**config.mk**
```make
export PLATFORM = sky130hd
export DESIGN_NAME = bufempty_irq_ctrl
export DESIGN_NICKNAME = d
export VERILOG_FILES = /design/src/rtl/bemp_pkg.sv /design/src/rtl/bemp_qualify.sv /design/src/rtl/bemp_status_reg.sv /design/src/rtl/bemp_irq_out.sv /design/src/rtl/bufempty_irq_ctrl.sv
export SDC_FILE = /design/constraint.sdc
export NUM_CORES = 1
export LEC_CHECK = 0
export ABC_AREA = 1
export BUFFER_PORTS_ARGS = -buffer_cell sky130_fd_sc_hd__clkbuf_2
export CAP_MARGIN = 20
export CORE_ASPECT_RATIO = 0.5
export CORE_MARGIN = 3
export CORE_UTILIZATION = 38
export DETAILED_ROUTE_END_ITERATION = 10
export PLACE_DENSITY = 0.86
export SLEW_MARGIN = 20
export SYNTH_ARGS = -nofsm -noshare
export SYNTH_HDL_FRONTEND = slang
export SYNTH_SLANG_ARGS = --single-unit
```
**constraint.sdc**
```tcl
create_clock -name clk -period 1.6 [get_ports clk]
set_input_delay 0.16 -clock clk [delete_from_list [all_inputs] [get_ports clk]]
set_output_delay 0.16 -clock clk [all_outputs]
set_load 0.01 [all_outputs]
```
**src/rtl/bemp_pkg.sv**
```systemverilog
package bemp_pkg;
  localparam int unsigned STATUS_W = 16;

  function automatic logic tx_qualify(input logic empty_done, input logic zlp_done,
                                      input logic clr, input logic dbl, input logic refill,
                                      input logic is_dcp, input logic host, input logic stat_stg);
    logic cancel;
    cancel = clr | (dbl & refill) | (is_dcp & ~host & stat_stg);
    return (empty_done | zlp_done) & ~cancel;
  endfunction

  function automatic logic rx_qualify(input logic oversize, input logic err, input logic setup);
    return oversize & ~err & ~setup;
  endfunction

  function automatic logic next_bit(input logic cur, input logic wr, input logic keep,
                                    input logic set);
    return set | (cur & (~wr | keep));
  endfunction
endpackage

```
**src/rtl/bemp_qualify.sv**
```systemverilog
module bemp_qualify #(
  parameter int unsigned N = 10
) (
  input  logic         host_mode,
  input  logic         ctl_status_stage,
  input  logic [N-1:0] dbl_buf,
  input  logic [N-1:0] tx_empty,
  input  logic [N-1:0] tx_zlp,
  input  logic [N-1:0] refill_start,
  input  logic [N-1:0] buf_clear,
  input  logic [N-1:0] rx_oversize,
  input  logic [N-1:0] rx_error,
  input  logic [N-1:0] setup_busy,
  output logic [N-1:0] tx_evt,
  output logic [N-1:0] rx_evt
);
  import bemp_pkg::*;

  for (genvar p = 0; p < N; p++) begin : g_pipe
    localparam logic IS_DCP = (p == 0);
    assign tx_evt[p] = tx_qualify(tx_empty[p], tx_zlp[p], buf_clear[p], dbl_buf[p],
                                  refill_start[p], IS_DCP, host_mode, ctl_status_stage);
    assign rx_evt[p] = rx_qualify(rx_oversize[p], rx_error[p], setup_busy[p]);
  end
endmodule

```
**src/rtl/bemp_status_reg.sv**
```systemverilog
module bemp_status_reg #(
  parameter int unsigned N = 10
) (
  input  logic         clk,
  input  logic         rst_n,
  input  logic [N-1:0] set_vec,
  input  logic         wr_en,
  input  logic [N-1:0] wr_keep,
  output logic [N-1:0] status_q
);
  import bemp_pkg::*;

  logic [N-1:0] status_d;

  for (genvar p = 0; p < N; p++) begin : g_bit
    assign status_d[p] = next_bit(status_q[p], wr_en, wr_keep[p], set_vec[p]);
  end

  always_ff @(posedge clk or negedge rst_n) begin
    if (!rst_n) status_q <= '0;
    else        status_q <= status_d;
  end
endmodule

```
**src/rtl/bemp_irq_out.sv**
```systemverilog
module bemp_irq_out #(
  parameter int unsigned N = 10
) (
  input  logic         clk,
  input  logic         rst_n,
  input  logic [N-1:0] status,
  input  logic [N-1:0] enable,
  output logic         flag,
  output logic         pin_n
);
  assign flag = |(status & enable);

  always_ff @(posedge clk or negedge rst_n) begin
    if (!rst_n) pin_n <= 1'b1;
    else        pin_n <= ~flag;
  end
endmodule

```
**src/rtl/bufempty_irq_ctrl.sv**
```systemverilog
module bufempty_irq_ctrl #(
  parameter int unsigned NUM_PIPES = 10,
  parameter int unsigned REG_W     = bemp_pkg::STATUS_W
) (
  input  logic                 clk,
  input  logic                 rst_n,
  input  logic                 host_mode,
  input  logic                 ctl_status_stage,
  input  logic [NUM_PIPES-1:0] dbl_buf,
  input  logic [NUM_PIPES-1:0] tx_empty,
  input  logic [NUM_PIPES-1:0] tx_zlp,
  input  logic [NUM_PIPES-1:0] refill_start,
  input  logic [NUM_PIPES-1:0] buf_clear,
  input  logic [NUM_PIPES-1:0] rx_oversize,
  input  logic [NUM_PIPES-1:0] rx_error,
  input  logic [NUM_PIPES-1:0] setup_busy,
  input  logic                 wr_en,
  input  logic [NUM_PIPES-1:0] wr_data,
  input  logic [NUM_PIPES-1:0] irq_en,
  output logic [REG_W-1:0]     status_o,
  output logic                 irq_flag,
  output logic                 irq_n,
  output logic [NUM_PIPES-1:0] stall_req,
  output logic [NUM_PIPES-1:0] stall_hs
);
  localparam int unsigned PAD_W = REG_W - NUM_PIPES;

  logic [NUM_PIPES-1:0] tx_evt;
  logic [NUM_PIPES-1:0] rx_evt;
  logic [NUM_PIPES-1:0] set_vec;
  logic [NUM_PIPES-1:0] status_q;

  bemp_qualify #(.N(NUM_PIPES)) u_qual (
    .host_mode        (host_mode),
    .ctl_status_stage (ctl_status_stage),
    .dbl_buf          (dbl_buf),
    .tx_empty         (tx_empty),
    .tx_zlp           (tx_zlp),
    .refill_start     (refill_start),
    .buf_clear        (buf_clear),
    .rx_oversize      (rx_oversize),
    .rx_error         (rx_error),
    .setup_busy       (setup_busy),
    .tx_evt           (tx_evt),
    .rx_evt           (rx_evt)
  );

  assign set_vec = tx_evt | rx_evt;

  bemp_status_reg #(.N(NUM_PIPES)) u_stat (
    .clk      (clk),
    .rst_n    (rst_n),
    .set_vec  (set_vec),
    .wr_en    (wr_en),
    .wr_keep  (wr_data),
    .status_q (status_q)
  );

  bemp_irq_out #(.N(NUM_PIPES)) u_irq (
    .clk    (clk),
    .rst_n  (rst_n),
    .status (status_q),
    .enable (irq_en),
    .flag   (irq_flag),
    .pin_n  (irq_n)
  );

  // Overrun reaction: PID forced to STALL (2'b11) and data dropped; handshake only as device
  always_ff @(posedge clk or negedge rst_n) begin
    if (!rst_n) begin
      stall_req <= '0;
      stall_hs  <= '0;
    end else begin
      stall_req <= rx_evt;
      stall_hs  <= host_mode ? '0 : rx_evt;
    end
  end

  if (PAD_W > 0) begin : g_pad
    assign status_o = {{PAD_W{1'b0}}, status_q};
  end else begin : g_nopad
    assign status_o = status_q[REG_W-1:0];
  end
endmodule

```
After elaboration in Yosys (flattened, before gate mapping) --
Index checks and enable logic that the tools add are counted.
Word-level totals: register bits 31, bits in latches 0, bits in writable memories 0, memory bits (read-only) 0, bits of input ports 105, output and inout port bits 38, word-level logic and storage cells 133, memories kept 0
Operators by class: add/subtract/negate cells 0, $mul 0, div/mod/pow operators 0, magnitude comparators 0, eq/ne operators 0, shift operators 0, multiplexer cells 1, bitwise operators 127, reductions and logical operators 1
Operators with widths (number):
- 1-bit bitwise AND | 51
- 1-bit bitwise OR | 41
- 1-bit NOT | 33
- 10-bit bitwise AND | 1
- 10-bit two-way mux | 1
- 10-bit bitwise OR | 1
- 10-bit OR reduction | 1

Depth between registers and ports, before layout --
depth after elaboration 7, mapped depth 6, mapped depth without buffers 6

Cells and area by module --
A second synthesis with hierarchy kept.
Unflattened totals: cells, all modules 217, area total of the unflattened synthesis 1604.0 sq um
Modules (own cells, without submodules):
- bufempty_irq_ctrl | instances 1, cells an instance 68, area an instance 710.7 sq um, seq. area each 500.5 sq um
- bemp_status_reg | instances 1, cells an instance 61, area an instance 449.2 sq um, seq. area each 250.2 sq um
- bemp_qualify | instances 1, cells an instance 65, area an instance 334.1 sq um, seq. area each 0.0 sq um
- bemp_irq_out | instances 1, cells an instance 23, area an instance 110.1 sq um, seq. area each 26.3 sq um

Worst setup path before layout --
OpenSTA, ideal clock, no wires.
path type register to output, start reg u_stat.status_q[7], end out irq_flag, data arrival time 0.761 ns, required time 1.440 ns, path slack 0.679 ns, cell stages (with the launch flop) 5, path buffers 0, cells stage by stage dfrtp_1 > nand2_1 > nand2_2 > nor2_1 > nand3b_1
On the way: longest elaborated chain between the ends 2
RTL lines:
- start, declared | line bemp_status_reg.sv:9 | output logic [N-1:0] status_q
- start signal, assigned | line bemp_status_reg.sv:21 | else status_q <= status_d;
- 10-bit bitwise AND | line bemp_irq_out.sv:11 | assign flag = |(status & enable);
- 10-bit OR reduction | line bemp_irq_out.sv:11
- end, declared | line bufempty_irq_ctrl.sv:21 | output logic irq_flag,
Every way passes these cells.

Worst setup path in the final report --
start reg u_stat.status_q[5], end out irq_flag
The elaborated chain is that of the path after synthesis.

==> summary.txt <==
Critical path
  – RR Startpoint: u_stat.status_q[5]$_DFF_PN0_
  – Crit start category: flop
  – CP arrival: 1.19 ns
  – CP Capture Type: primary output
  – Worst R2R End: u_irq.pin_n$_DFF_PN1_
  – Worst-path fanout max: 3
  – Critical path type: reg -> out
  – Flop2flop setup slack: 0.77 ns
  – R2R cell count: 5
  – Crit. Startpoint: u_stat.status_q[5]$_DFF_PN0_
  – Worst endpoint required time: 1.44 ns

Final layout
  – Area Growth Syn to Fin: 57.7%
  – Nets: 417
  – Number of diodes: 0
  – Share of layout cells above drive strength 1: 47.3%
  – Filler cell count: 271

Drt
  – DRT antenna net count: 0
  – Routed len/inst: 13.0 um
  – Via Count: 1,625
  – DRT Pass-1 Iters: 4
  – Final WL: 4700 um
  – Post-route DRC: 0
  – Vias/cell: 4.50
  – Initial drt markers: 66

Logic synthesis
  – FFs w/ async S/R, synth: 100%
  – Cell taking the most area after synthesis: dfrtp_1
  – Ranking of synthesized cells by area: dfrtp_1 (54%), inv_1 (9.2%), nand2_1 (7.6%), o21ai_0 (6.5%), nor2_1 (6.5%)
  – Synth Area in Adders: 0%
  – Simple-gate portion of the synthesized area: 20.0%
  – Synth warn: 0
  – EDFF count, synth: 0
  – Compound-cell area share of the yosys netlist: 10.7%
  – Mapped Cells: 170
  – Post-synthesis xor/xnor area fraction: 0%
  – Syn Area/Cell: 8.17 um2
  – Post-synth top flop: dfrtp_1
  – Top cells by instance count after synthesis: inv_1 (34), dfrtp_1 (30), nand2_1 (28)
  – Register area share after synthesis: 55.9%
  – Post-synth cell types: 17
  – Count leader, synth: inv_1
  – Synth top area share: 54.1%
  – Largest family of logic cells by synthesized area: simple AND/OR/NAND/NOR gates
  – Post-synthesis cell area: 1390 um2
  – Yosys reg bits: 31
  – Mux contribution to synthesized area: 0%

CTS
  – Clock Path Buffers: 2
  – Total CTS buffers: 5
  – CTS root buffer: clkbuf_8
  – H-Tree Depth: 2
  – Clk_lat worst skew: 0.27 ns
  – CTS tree: done
  – Worst-path clk slew: 0.07 ns
  – Clk sinks: 31
  – Post_cts resized: 0

Timing
  – Setup_tns: 0 ns
  – Clock skew: 0.00428 ns
  – Final Hold Viols: 0
  – Slew HR: 49.4%
  – Max Freq: 743 MHz
  – Crit path time final: 1.35 ns
  – Setup violations, final: 0
  – Tcrit/Tclk final: 84.2%
  – RSZ-0062 raised after global routing: no
  – Final Max Slew Viols: 0
  – Worst-Margin Slew: 0.758 ns

GRT
  – Largest net degree at the start of global routing: 32
  – Global route overflow: 0
  – Initial antenna violation count: 0
  – First-pass GRT wire length: 7510 um
  – Tot GR Track Use: 21.2%
  – Number of global-route vias before repair: 1,691

Floorplanning
  – Initial Utilization: 42.9%
  – I/O pins: 143
  – Die Height: 48.8 um
  – Core area: 3240 um2
  – Row count: 14
  – Die area: 4460 um2
  – Chip Width: 91.5 um

Run
  – Maxcap violations: 0

Place
  – Port bufs: 136
  – Routability Congestion: 0.841
  – DP Wirelength: 3880 um

Pwr
  – VDD IR-drop max: 0.329 mV
  – Leakage power: 1.43 nW
  – Power per cell area: 826 nW/um2
  – Final Total Pwr: 0.00181 W

Status
  – Status: finished clean

Worst hold path
  – WHS Endpoint: u_irq.pin_n$_DFF_PN1_
  – Min-delay src: irq_en[4]
  – HP Class: in -> reg
  – WHS Path Cells: 4
## stage by stage
stage                     utilization (%)  setup WS [ns]  hold slack (ns)  instance area, um2  instances
after global routing                 67.6          0.192            0.135                2190        361
after detailed placement             64.7          0.588            0.267                2100        352
final                                67.6          0.253            0.125                2190        361
after global placement               64.7          0.619            0.252                2100        352
after floorplan                         -          0.679           -0.136                1410        175
after CTS                            67.6          0.253            0.114                2190        361
## registers in the layout (all words and copies together), names as in the netlist
name	flops
stall_hs	10
stall_req	10
u_stat.status_q	10
u_irq.pin_n	1
## report_power, final
part	internal, W	switching, W	total [W]	leakage [nW]
clock network	0.000305	0.000277	0.000582	0.0422
registers	0.000832	0.0000294	0.000862	0.388
logic	0.000175	0.000191	0.000366	1.00
total	0.00131	0.000497	0.00181	1.43
## cell type report
class	instances	area, um2	share of cell area [%]
Sequential cell	31	777	35.5
Timing Repair Buffer	137	691	31.5
Multi-Input combinational cell	102	449	20.5
Inverter	35	131	6.00
Clock buffer	7	76.3	3.49
Tap cell	48	60.1	2.74
Clock inverter	1	5.00	0.229
## layer usage
metal / wire length, um / track usage [%]
met1: 1510 / 20.1
met3: 290 / 4.80
met4: 120 / 8.00
met2: 2780 / 43.8
met5: 0 / 0
## cell families after synthesis
family	count (synthesis)
AND/OR/NAND/NOR	67
AO/OA/AOI/OAI	29
other	1
buffers and inverters	42
flip-flops	31
## repair_timing
action | 4_1_cts | 5_1_grt
buffers inserted | 0 | 0
hold buffers | 1 | 0
endpoints found under the hold margin | 30 | 0
## worst max path at each step
stage / endpoint / slack, ns / cells after the start
floorplan: irq_flag / 0.68 / 4
global placement: irq_flag / 0.62 / 5
detailed placement: irq_flag / 0.59 / 5
CTS: irq_flag / 0.25 / 5
global route: irq_flag / 0.19 / 5
finish: irq_flag / 0.25 / 5
## placed cells by master, fill, tap and decap left out
master and n:
clkbuf_2 136, inv_1 34, dfrtp_1 30, nand2_1 28, nor2_1 24, o21ai_0 18
a21oi_1 10, nand3_1 10, conb_1 6, clkbuf_8 5, nand2_2 2, clkbuf_1 2
nand3b_1 1, inv_2 1, nor2_2 1, o21ai_2 1, or2_1 1, clkinv_2 1
dlygate4sd3_1 1, dfstp_2 1
## critical path, stage by stage (launching register included)
cell and delay, ns:
dfrtp_1 0.41, nand2_2 0.10, nand2_1 0.06, nor2_1 0.10
nand3b_1 0.10, clkbuf_2 0.14
Note: power is estimated with default switching activity, not from simulation.
